===== config.mk =====
export PLATFORM = sky130hd
export DESIGN_NAME = sdram_rd_seq
export DESIGN_NICKNAME = d
export VERILOG_FILES = /design/src/rtl/sdram_rd_seq.sv
export SDC_FILE = /design/constraint.sdc
export NUM_CORES = 1
export LEC_CHECK = 0
export BUFFER_PORTS_ARGS = -buffer_cell sky130_fd_sc_hd__buf_2
export CAP_MARGIN = 10
export CORE_UTILIZATION = 45
export CTS_CLUSTER_SIZE = 20
export DETAILED_ROUTE_END_ITERATION = 16
export PLACE_DENSITY = 0.66
export SLEW_MARGIN = 30
export SYNTH_ARGS = -nofsm -noshare
export SYNTH_HDL_FRONTEND = slang
export SYNTH_SLANG_ARGS = --single-unit

===== constraint.sdc =====
create_clock -name clk -period 3.5 [get_ports clk]
set_clock_uncertainty 0.2 [all_clocks]
set_input_delay 0.875 -clock clk [delete_from_list [all_inputs] [get_ports clk]]
set_output_delay 0.875 -clock clk [all_outputs]
set_load 0.02 [all_outputs]

===== src/rtl/sdram_rd_seq.sv =====
module sdram_rd_seq #(
  parameter int COL_W  = 8,
  parameter int DATA_W = 16
) (
  input  logic              clk,
  input  logic              rst_n,
  input  logic              rd_cmd,
  input  logic [COL_W-1:0]  rd_col,
  input  logic [2:0]        cfg_bl,
  input  logic              cfg_ilv,
  input  logic              cfg_cl,
  input  logic              dqm,
  input  logic              term,
  input  logic [DATA_W-1:0] arr_data,
  output logic [COL_W-1:0]  col,
  output logic              oe,
  output logic [DATA_W-1:0] dq
);

  logic             act, ilv_q, fp_q;
  logic [COL_W-1:0] base, idx, msk;
  logic             s1_v, s2_v, m1, m2;
  logic [COL_W-1:0] s1_c, s2_c;

  wire [COL_W-1:0] new_msk = cfg_bl[2] ? {COL_W{1'b1}}
                                       : COL_W'((1 << cfg_bl[1:0]) - 1);
  wire [COL_W-1:0] off     = ilv_q ? (base ^ idx) : (base + idx);
  wire [COL_W-1:0] iss_c   = (base & ~msk) | (off & msk);
  wire             sel_v   = cfg_cl ? s2_v : s1_v;
  wire [COL_W-1:0] sel_c   = cfg_cl ? s2_c : s1_c;

  always_ff @(posedge clk or negedge rst_n) begin
    if (!rst_n) begin
      act   <= 1'b0;
      ilv_q <= 1'b0;
      fp_q  <= 1'b0;
      base  <= '0;
      idx   <= '0;
      msk   <= '0;
    end else if (rd_cmd) begin
      act   <= 1'b1;
      base  <= rd_col;
      idx   <= '0;
      msk   <= new_msk;
      fp_q  <= cfg_bl[2];
      ilv_q <= cfg_ilv & ~cfg_bl[2];
    end else if (term) begin
      act <= 1'b0;
    end else if (act) begin
      idx <= idx + 1'b1;
      if (!fp_q && idx == msk) act <= 1'b0;
    end
  end

  always_ff @(posedge clk or negedge rst_n) begin
    if (!rst_n) begin
      s1_v <= 1'b0;
      s2_v <= 1'b0;
      s1_c <= '0;
      s2_c <= '0;
      m1   <= 1'b0;
      m2   <= 1'b0;
      oe   <= 1'b0;
      col  <= '0;
    end else begin
      s1_v <= act;
      s1_c <= iss_c;
      s2_v <= s1_v;
      s2_c <= s1_c;
      m1   <= dqm;
      m2   <= m1;
      oe   <= sel_v & ~m2;
      col  <= sel_v ? sel_c : '0;
    end
  end

  assign dq = oe ? arr_data : '0;

endmodule


# Word level (Yosys, flattened, before mapping)
# Index checks and enable logic that the tools add are counted.
[op_classes]
shifts = 1
mux = 13
add_sub_neg = 3
reduce_logical = 4
eq_ne = 2
n_bitwise = 9
[op_table]
columns = ["op", "n"]
rows = [
  ["two-way mux 8 bit", 7],
  ["bitwise AND 8 bit", 2],
  ["two-way mux 16 bit", 1],
  ["adder 8 x 1 -> 8 bit (second input constant)", 1],
  ["adder 8 bit", 1],
  ["== test 8 bit", 1],
  ["inverter 8 bit", 1],
  ["OR 8 bit", 1],
  ["left shift 1 x 2 -> 8 bit (first input constant)", 1],
  ["subtractor 8 x 2 -> 8 bit (second input constant)", 1],
  ["XOR 8 bit", 1],
  ["two-way mux 1 bit", 5],
  ["bitwise AND 1 bit", 2],
  ["inequality test 2 bit (second input constant)", 1],
  ["inverter 1 bit", 2],
  ["AND reduction 2 bit", 1],
  ["nonzero test 2 bit", 1],
  ["logical AND 1 bit", 1],
  ["logical NOT 1 bit", 1],
]
[word_totals]
output_inout_bits = 25
in_bits = 34
regBits = 56

# Longest topological paths before layout
[logic_depth]
ltp_word = 6
ltp_mapped = 8
mapped_depth_nobuf = 8

# Worst setup path before layout
# OpenSTA, ideal clock, no wires.
[synth_timing]
path_kind = "register to register"
start = "register idx[0]"
end = "register s1_c[6]"
required_time_ns = 3.175
stages_incl_launch_ff = 9
n_path_buf = 0
path_slack_ns = 1.162
setup_ns = 0.125
arrival_ns = 2.013
cell_sequence = "dfrtp_1 ha_1 inv_1 fa_1 nand2b_1 a211oi_1 a31oi_1 xnor2_1 mux2_2"
[synth_between]
elab_chain_cells = 4
[synth_rtl]
columns = ["item", "line", "text"]
rows = [
  ["start, declared", "21", "logic [COL_W-1:0] base, idx, msk;"],
  ["start signal, assigned", "50", "idx <= idx + 1'b1;"],
  ["adder 8 bit", "27", "wire [COL_W-1:0] off = ilv_q ? (base ^ idx) : (base + idx);"],
  ["two-way mux 8 bit", "27", ""],
  ["bitwise AND 8 bit", "28", "wire [COL_W-1:0] iss_c = (base & ~msk) | (off & msk);"],
  ["OR 8 bit", "28", ""],
  ["net iss_c[6]", "28", ""],
  ["end signal, assigned", "67", "s1_c <= iss_c;"],
  ["end, declared", "23", "logic [COL_W-1:0] s1_c, s2_c;"],
]
# The timed path passes the listed nets, and every way through them passes these cells.
# A chain may end at the register's enable or synchronous reset.

# Worst setup path after layout
# Ends and elaborated chain as after synthesis.

==> impl_results.md <==
* Hold Crit Class: flop to flop
* Share of cells above drive strength 1 at 26.44%
* DRC at 0
* First-pass iteration count of the detailed router at 4
* Number of synthesized register bits at 55
* Static leakage at 1.452 nW
* Initial antenna violation count at 0
* CTS Hold Bufs at 0
* Hold Path Stages at 0
* RSZ-0062 raised after global routing: false
* Vias at 1,851
* Startpoint Class: flop
* Crit Reg-Reg Startpoint: idx[0]
* Slowest cell on the critical path: dfrtp_1
* Power Density at 443.0 nW/um^2
* Crit path kind: flop to flop
* Post-synth top flop: dfrtp_1
* Post-synthesis simple-gate area fraction at 15.98%
* Compound-Gate Fraction of Synth Area at 9.131%
* Async set-or-reset flop fraction in the synthesized netlist at 100.0%
* Core Region at 5507 sq um
* Antenna Nets Post-Route at 0
* Worst reg-to-reg path cell count at 8
* Number of diodes at 0
* Crit path DAT at 2.46 ns
* Clock Pin Slew Worst Setup and Hold Paths at 0.10 ns
* Avg Inst Size Synth at 10.87 sq um
* Post-CTS Resized at 0
* Post-Place Cell Area at 2917 sq um
* Inserted Clock Buffers at 5
* Sw Share at 28.53%
* Worst Hold End: m2
* Bufs and invs on worst path at 1
* Fin cells at 367
* CP peak stage delay at 0.49 ns
* Die height at 77.67 microns
* Synth-to-Final Area Change at 16.71%
* Die Wd at 77.67 microns
* Clock root cell: clkbuf_8
* Critical Path, Cell by Cell: ha_1, inv_1, fa_1, nand2b_1, a211oi_1, a31oi_1, xnor2_1, mux2_2
* Sequential share of power at 56.6%
* Register area at 1376 sq um
* Fmax at 406.4 MHz
* Die area at 6032 sq um
* Synth unique cells at 38
* First-pass GRT wire length at 7624 microns
* Syn Inst Count at 237
* Peak supply drop at 0.2684 mV
* Vias per inst at 5.044
* Post-DP HPWL at 3480 microns
* Flop-to-flop setup slack at 1.04 ns
* Largest family of logic cells by synthesized area: simple AND/OR/NAND/NOR gates
* Number of global-route vias before repair at 1,677
* Xor/xnor share of the synthesized area at 5.100%
* Area of the multi-input gates at 1115 sq um
* Req. time, crit path at 3.50 ns
* CTS H-tree lvls at 2
* Adder-Cell Fraction of Synth Area at 5.634%
* Synth warn at 0
* IO buf count at 58
* Delay-heaviest family, CP: adder cells
* Status: completed
* Largest net degree at the start of global routing at 37
* Clock network power share at 26.3%
* Placed insts at 359
* Routability Congestion at 0.8693
* Final instance area at 3007 sq um
* Post-synthesis mux area share at 7.431%
* Min Clock Period, post-route at 2.461 ns
* CP endpoint kind: flop
* Max Cap Viol at 0
* Max_slew headroom at 49.42%
* Setup bufs post-CTS at 0
* Global Route Usage Sum at 16.74%
* Period utilization at 70.31%
* Syn Nets at 282
* Bufs on Longest Clock Path at 2
* Final Max Slew Viols at 0
* TritonCTS clock tree: yes
* Hold path start: m1
* Comb pwr share at 17.1%
* WL/cell at 12.71 microns
* Net load switching power at 0.0003800 W
* Rows at 27
* DR iter-0 viols at 61
* Gr ovfl total at 0
* Initial core utilization at 46.78%
* Reg2reg end: s1_c[6]
* Post-synthesis sequential area ratio at 53.42%
* TNS Setup at 0 ns
* Setup violators final at 0
* Fillers at 495
* Crit-path max FO at 5
* EDFF count, synth at 0
* Io pins at 59
* Cell internal pwr at 0.0009518 W
* Fin nets at 339
* Cell Area, Synth at 2576 sq um
* Hold Vio Cnt, Final at 0
* CTS sink count at 55
* WL final at 4664 microns
* Worst slew pin tran at 0.7587 ns
* Worst skew pair latency at 0.31 ns
-- metal layers --
layer	up-vias	share of wire [%]	track usage, %
met2	46	48	28.32
met1	881	45	20.08
met5	-	0	0
met4	0	2.2	8.113
met3	9	4.3	3.765
li1	915	-	-
-- state kept, by name (all words and copies together), names as in the netlist --
name   count
m2         1
oe         1
act        1
idx        8
msk        7
s1_v       1
base       8
fp_q       1
s1_c       8
ilv_q      1
s2_c       8
s2_v       1
col        8
m1         1
-- layout by cell type (no fill, tap or decap), types with 2 or more instances in the layout --
master | netlist | routed
a31oi_1 | 2 | 2
and3_1 | 2 | 2
xnor2_1 | 8 | 8
and2_1 | 17 | 17
a21oi_1 | 15 | 15
mux2_2 | 9 | 9
dfrtp_1 | 55 | 55
o21ai_0 | 12 | 12
nor2_1 | 30 | 30
mux2i_1 | 9 | 9
xor2_1 | 7 | 7
nand2_1 | 13 | 13
ha_1 | 10 | 10
or3_1 | 4 | 4
a21o_1 | 2 | 2
buf_2 | 5 | 58
clkbuf_8 | 0 | 5
nand4_1 | 3 | 3
o22a_1 | 2 | 2
a211oi_1 | 2 | 2
clkinv_4 | 0 | 2
inv_1 | 10 | 10
-- kinds of logic (layout without fill, tap and decap cells) --
logic type	Yosys count	in the layout
adders and majority gates	11	11
muxes	18	18
and+or+nand+nor	79	79
DFF	55	55
buffers and inverters	19	77
AOI/OAI and AO/OA	40	40
xor gates and xnor gates	15	15
-- synthesized netlist by cell type, types with 2 or more instances --
cell type  instances  area (sq um)
nand2_1           13         48.80
clkbuf_1           3         11.26
a21oi_1           15         75.07
xor2_1             7         61.31
xnor2_1            8         70.07
buf_2              5         25.02
a21o_1             2         15.01
dfrtp_1           55          1376
and2_1            17         106.4
nor2_1            30         112.6
nand4_1            3         18.77
and3_1             2         12.51
ha_1              10         125.1
o21ai_0           12         60.06
mux2i_1            9         90.09
a31oi_1            2         12.51
mux2_2             9         101.4
a211oi_1           2         15.01
or3_1              4         25.02
o22a_1             2         17.52
inv_1             10         37.54
-- worst max-delay path by stage --
stage / start / end / slack, ns / cells after the start
6_report: idx[0] / s1_c[6] / 1.04 / 8
5_1_grt: idx[0] / s1_c[6] / 0.86 / 8
4_1_cts: idx[0] / s1_c[6] / 1.03 / 8
3_5_place_dp: idx[0] / s1_c[6] / 1.05 / 8
3_3_place_gp: idx[0] / s1_c[6] / 1.10 / 8
2_1_floorplan: idx[0] / s1_c[6] / 1.16 / 8
-- power by group through the flow --
stage	Sequential, W	Combinational [W]	Clock (W)
6_report	0.000754	0.000228	0.000350
4_1_cts	0.000755	0.000232	0.000364
3_5_place_dp	0.000768	0.000231	0
2_1_floorplan	0.000777	0.000135	0
3_3_place_gp	0.000765	0.000227	0
5_1_grt	0.000764	0.000255	0.000391
-- cell type report --
class	instances	area share (%)
multi-input cells	163	37.08
clock buffers	6	2.414
flip-flops and latches	55	45.78
inverters	10	1.248
well taps	72	2.996
clock inverters	2	0.5826
repair buffers	59	9.904
-- per-stage QoR --
step,hold slack (ns),power (W),worst slack [ns],utilization [%]
CTS,0.1674,0.001352,1.035,54.60
finish,0.1634,0.001332,1.039,54.60
detailed placement,0.1443,0.0009995,1.047,52.97
global placement,0.1359,0.0009922,1.096,52.97
floorplan,0.1312,0.0009115,1.162,-
global route,0.1754,0.001410,0.8607,54.60
No activity file was read; power rests on OpenSTA's default activity.
